--- src/rtl/uart_tx_buf.sv ---
module uart_tx_buf #(
  parameter int DW  = 8,
  parameter int TPB = 16
) (
  input  logic          clk,
  input  logic          rst_n,
  input  logic          wr_en,
  input  logic [DW-1:0] wr_data,
  input  logic          mp_mode,
  input  logic          mark_bit,
  input  logic          irq_en,
  input  logic          baud_tick,
  output logic          txd,
  output logic          irq,
  output logic          overrun
);
  localparam int FW = DW + 3;
  localparam int TW = (TPB > 1) ? $clog2(TPB) : 1;
  localparam int CW = $clog2(FW + 1);

  logic [DW-1:0] hold;
  logic          empty, busy, ovr;
  logic [FW-1:0] sh;
  logic [TW-1:0] tcnt;
  logic [CW-1:0] bcnt, last;

  wire bit_end   = busy & baud_tick & (tcnt == TW'(TPB - 1));
  wire frame_end = bit_end & (bcnt == last);
  wire load      = ~empty & (~busy | frame_end);

  always_ff @(posedge clk) begin
    if (!rst_n) begin
      hold  <= '0;
      empty <= 1'b1;
      ovr   <= 1'b0;
    end else if (wr_en) begin
      hold  <= wr_data;
      empty <= 1'b0;
      if (!empty && !load) ovr <= 1'b1;
    end else if (load) begin
      empty <= 1'b1;
    end
  end

  always_ff @(posedge clk) begin
    if (!rst_n) begin
      busy <= 1'b0;
      sh   <= '1;
      tcnt <= '0;
      bcnt <= '0;
      last <= '0;
    end else if (load) begin
      busy <= 1'b1;
      sh   <= {1'b1, (mp_mode ? mark_bit : 1'b1), hold, 1'b0};
      last <= mp_mode ? CW'(FW - 1) : CW'(FW - 2);
      tcnt <= '0;
      bcnt <= '0;
    end else if (frame_end) begin
      busy <= 1'b0;
    end else if (busy && baud_tick) begin
      if (bit_end) begin
        tcnt <= '0;
        bcnt <= bcnt + 1'b1;
        sh   <= {1'b1, sh[FW-1:1]};
      end else begin
        tcnt <= tcnt + 1'b1;
      end
    end
  end

  assign txd     = busy ? sh[0] : 1'b1;
  assign irq     = empty & irq_en;
  assign overrun = ovr;
endmodule


--- config.mk ---
export PLATFORM = sky130hd
export DESIGN_NAME = uart_tx_buf
export DESIGN_NICKNAME = d
export VERILOG_FILES = /design/src/rtl/uart_tx_buf.sv
export SDC_FILE = /design/constraint.sdc
export NUM_CORES = 1
export LEC_CHECK = 0
export ABC_AREA = 1
export CORE_AREA = 3 3 52 54
export DETAILED_ROUTE_END_ITERATION = 6
export DIE_AREA = 0 0 55 57
export DONT_BUFFER_PORTS = 1
export GPL_TIMING_DRIVEN = 0
export HOLD_SLACK_MARGIN = 0.08
export PLACE_DENSITY = 0.78
export SYNTH_ARGS = -nofsm -noshare
export SYNTH_HDL_FRONTEND = slang
export SYNTH_SLANG_ARGS = --single-unit
--- constraint.sdc ---
create_clock -name clk -period 2.9 [get_ports clk]
set_input_delay 0.87 -clock clk [delete_from_list [all_inputs] [get_ports clk]]
set_output_delay 0.87 -clock clk [all_outputs]
set_load 0.1 [all_outputs]
==> qor.json <==
{
  "timing": {
    "setup_slack_ns": 0.518,
    "setup_tns_ns": 0,
    "final_number_of_hold_violating_endpoints": 0,
    "rsz0062_at_grt": "no",
    "finalHoldWorstSlack_ns": 0.471,
    "fin_skew_ns": 0.00867,
    "layout_worst_path_cycle_share_pct": 82.1,
    "worstMarginPinSlew_ns": 0.989,
    "max_freq_mhz": 420,
    "setup_viol": 0,
    "final_period_minus_worst_setup_slack_ns": 2.38,
    "slew_headroom_pct": 34.0,
    "pins_over_their_slew_limit": 0
  },
  "cells_and_area": {
    "area_growth_syn_to_layout_pct": 6.45,
    "final.fill_count": 205,
    "num_antenna_cells": 0,
    "fin_nets": 231,
    "area.sequential_um2": 641,
    "final_core_util_pct": 70.5,
    "layout.cells.non_filler": 243,
    "total_non_filler_cell_area_in_the_finished_layout_um2": 1590,
    "multi_input_comb_area_um2": 703,
    "layout-drive-gt1-share_pct": 10.7
  },
  "power_and_ir_drop": {
    "p_sw_uw": 237,
    "total_power_uw": 850,
    "share_seq_of_total_power_pct": 56.3,
    "relative_contribution_of_combinational_cells_to_total_power_pct": 12.2,
    "power_frac_clock_pct": 31.4,
    "p_int_uw": 613,
    "power.share.switching_pct": 27.9,
    "power_leakage_nw": 0.723,
    "power.ir.vdd_worst_v": 0.000429,
    "powerDensity_nw_per_um2": 534
  },
  "synth": {
    "mappedNetlistArea_um2": 1490,
    "multiplexer_area_fraction_after_synthesis_pct": 0,
    "postSynthRegisterBits": 32,
    "mean_post_synth_cell_area_um2": 7.22,
    "xor_and_xnor_area_share_after_synthesis_pct": 1.76,
    "complex_gate_fraction_of_the_synthesized_area_pct": 10.8,
    "synth_nets": 224,
    "post_synth_num_cell_types": 20,
    "synthAdderAreaFrac_pct": 1.68,
    "synthDominantAreaCellType": "sky130_fd_sc_hd__dfxtp_1",
    "synthMostInstantiatedCell": "sky130_fd_sc_hd__nand2_1",
    "top_cells_by_count_synth": "sky130_fd_sc_hd__nand2_1, sky130_fd_sc_hd__nand3_1, sky130_fd_sc_hd__dfxtp_1, sky130_fd_sc_hd__inv_1, sky130_fd_sc_hd__a21oi_1",
    "netlist.area_leader.share_pct": 42.9,
    "synth_enable_flop_cells": 0,
    "main_flop_type_after_synthesis": "sky130_fd_sc_hd__dfxtp_1",
    "yosys.area_share.simple_pct": 32.8,
    "synth_top_family_by_area": "simple AND/OR/NAND/NOR gates",
    "synthTopCellsByArea": "sky130_fd_sc_hd__dfxtp_1, sky130_fd_sc_hd__nand2_1, sky130_fd_sc_hd__nand3_1",
    "yosysWarnings": 0,
    "ys_async_sr_fraction_pct": 0,
    "synth.yosys.seq_area_share_pct": 42.9,
    "syn-instance-count": 207
  },
  "outcome": {
    "result_of_the_run": "complete, no violations"
  },
  "critical_path": {
    "worstRegToRegCells": 9,
    "critPathBufInv": 1,
    "critPathLaunch": "irq_en",
    "crit_fanout": 1,
    "critical-path-top-delay-family": "buffers and inverters",
    "worst_ep_arrival_time_ns": 1.51,
    "worstSetupPathDepth": 2,
    "data_required_time_at_the_worst_endpoint_ns": 2.03,
    "worstPathCellList": "nand2_1, inv_1",
    "startpoint_type": "input port",
    "timing.critical_path.to_type": "output port",
    "cp_slowest_stage_delay_ns": 0.61,
    "r2r-start": "tcnt[0]$_SDFFE_PP0P_",
    "r2r_end": "sh[8]$_SDFFE_PN1P_",
    "critPathKind": "in2out",
    "reg2reg_slack_ns": 1.22,
    "endpoint": "irq",
    "cpMaxStageDelayCell": "sky130_fd_sc_hd__inv_1"
  },
  "die": {
    "boundary_pin_count": 18,
    "floorplan.die.height_um": 57,
    "die_w_um": 55,
    "die_area_um2": 3140,
    "placeable_area_um2": 2250,
    "floorplan.initialDensity_pct": 66.3,
    "row_count": 17
  },
  "placed_design": {
    "place.gp.congestion": 0.749,
    "placement.setup.worst_slack_ns": 0.517,
    "placed_area_um2": 1530,
    "post-dp-hpwl_um": 2360,
    "place_inst": 235,
    "port_buffers": 0
  },
  "global_routing": {
    "gr-usage-all-layers_pct": 23.5,
    "grt_pass1_vias": 1268,
    "grt_antenna_before_repair": 0,
    "grt_first_pass_wirelength_um": 5280,
    "largest_net_degree_at_the_start_of_global_routing": 11,
    "global_route.overflow_total": 0
  },
  "clock_network": {
    "cts.sinks": 32,
    "tritoncts": "done",
    "clockRootBuffer": "sky130_fd_sc_hd__clkbuf_4",
    "number_of_hold_buffers_added_after_cts": 0,
    "worstSkewPairLatency_ns": 0.34,
    "htree_levels": 2,
    "tritoncts.num_buffers": 5,
    "max-clock-path-buffers": 2,
    "clk_pin_slew_ns": 0.09,
    "postCtsSetupBuffers": 0,
    "postCtsResizedCells": 0
  },
  "routing": {
    "ant_nets": 0,
    "drt-total-wl_um": 3090,
    "route.detailed.drc": 0,
    "drt_first_pass_iters": 4,
    "detail_route.iter0.violations": 33,
    "wl_per_cell_um": 12.7,
    "via_per_inst": 5.36,
    "number_of_vias_in_the_routed_layout": 1302
  },
  "min_path": {
    "hold_path_class": "reg2reg",
    "launch_instance_of_the_worst_min_delay_path": "hold[1]$_SDFFE_PN0P_"
  },
  "flow_run": {
    "max_cap_viol_count": 0
  }
}
[worst min-delay path by stage]
stage / depth (start not counted) / end / slack, ns
after floorplan: 2 / hold[3]$_SDFFE_PN0P_ / 0.43
after global routing: 2 / hold[0]$_SDFFE_PN0P_ / 0.49
after global placement: 2 / hold[4]$_SDFFE_PN0P_ / 0.45
after detailed placement: 2 / sh[0]$_SDFFE_PN1P_ / 0.46
after CTS: 2 / hold[1]$_SDFFE_PN0P_ / 0.47
final: 2 / hold[1]$_SDFFE_PN0P_ / 0.47
[state kept, by name, indices dropped and copies added, names as in the netlist]
register	cells
sh	10
hold	8
bcnt	4
tcnt	4
last	3
busy	1
empty	1
overrun	1
[kinds of logic (layout without fill, tap and decap cells)]
| logic type | count (synthesis) | in the layout |
|---|---|---|
| and+or+nand+nor | 107 | 107 |
| DFF | 32 | 32 |
| xor gates and xnor gates | 3 | 3 |
| AOI/OAI and AO/OA | 31 | 31 |
| buffers and inverters | 32 | 40 |
| adders and majority gates | 2 | 2 |
[power groups by stage]
stage | sequential [mW] | clock [mW] | combinational, mW
2_1_floorplan | 0.485 | 0 | 0.0867
3_3_place_gp | 0.487 | 0 | 0.0997
3_5_place_dp | 0.489 | 0 | 0.104
4_1_cts | 0.479 | 0.273 | 0.104
5_1_grt | 0.482 | 0.292 | 0.118
6_report | 0.479 | 0.267 | 0.104
[cell type report]
type	instances	share of cell area, %
inverters	23	5.43
clock buffers	6	3.23
plain buffers	9	4.01
clock inverters	2	0.629
multi-input cells	143	44.2
well taps	28	2.20
flip-flops and latches	32	40.3
[metal layers]
| layer | track usage (%) | wire [um] | vias to the layer above |
|---|---|---|---|
| li1 | - | - | 681 |
| met1 | 25.5 | 1300 | 587 |
| met2 | 39.4 | 1580 | 27 |
| met3 | 8.62 | 154 | 7 |
| met4 | 11.1 | 57 | 0 |
| met5 | 0 | 0 | - |
[cells in the final DEF, fill, tap and decap left out]
| master | synthesis | final |
|---|---|---|
| sky130_fd_sc_hd__clkinv_2 | 0 | 2 |
| sky130_fd_sc_hd__nand2_4 | 2 | 2 |
| sky130_fd_sc_hd__inv_2 | 2 | 2 |
| sky130_fd_sc_hd__buf_6 | 3 | 3 |
| sky130_fd_sc_hd__clkbuf_1 | 4 | 4 |
| sky130_fd_sc_hd__a21oi_1 | 20 | 20 |
| sky130_fd_sc_hd__nand2_1 | 59 | 59 |
| sky130_fd_sc_hd__ha_1 | 2 | 2 |
| sky130_fd_sc_hd__nor2_1 | 6 | 6 |
| sky130_fd_sc_hd__clkbuf_4 | 0 | 5 |
| sky130_fd_sc_hd__xor2_1 | 3 | 3 |
| sky130_fd_sc_hd__a21boi_2 | 1 | 1 |
| sky130_fd_sc_hd__nor2_4 | 1 | 1 |
| sky130_fd_sc_hd__nand2_2 | 1 | 1 |
| sky130_fd_sc_hd__dfxtp_1 | 32 | 32 |
| sky130_fd_sc_hd__buf_4 | 2 | 2 |
| sky130_fd_sc_hd__clkbuf_8 | 0 | 1 |
| sky130_fd_sc_hd__nor2_2 | 2 | 2 |
| sky130_fd_sc_hd__inv_1 | 21 | 21 |
| sky130_fd_sc_hd__nand4_1 | 1 | 1 |
| sky130_fd_sc_hd__nand3_1 | 34 | 34 |
| sky130_fd_sc_hd__o21ai_0 | 10 | 10 |
| sky130_fd_sc_hd__nand3_4 | 1 | 1 |
Note: power is estimated with default switching activity, not from simulation.
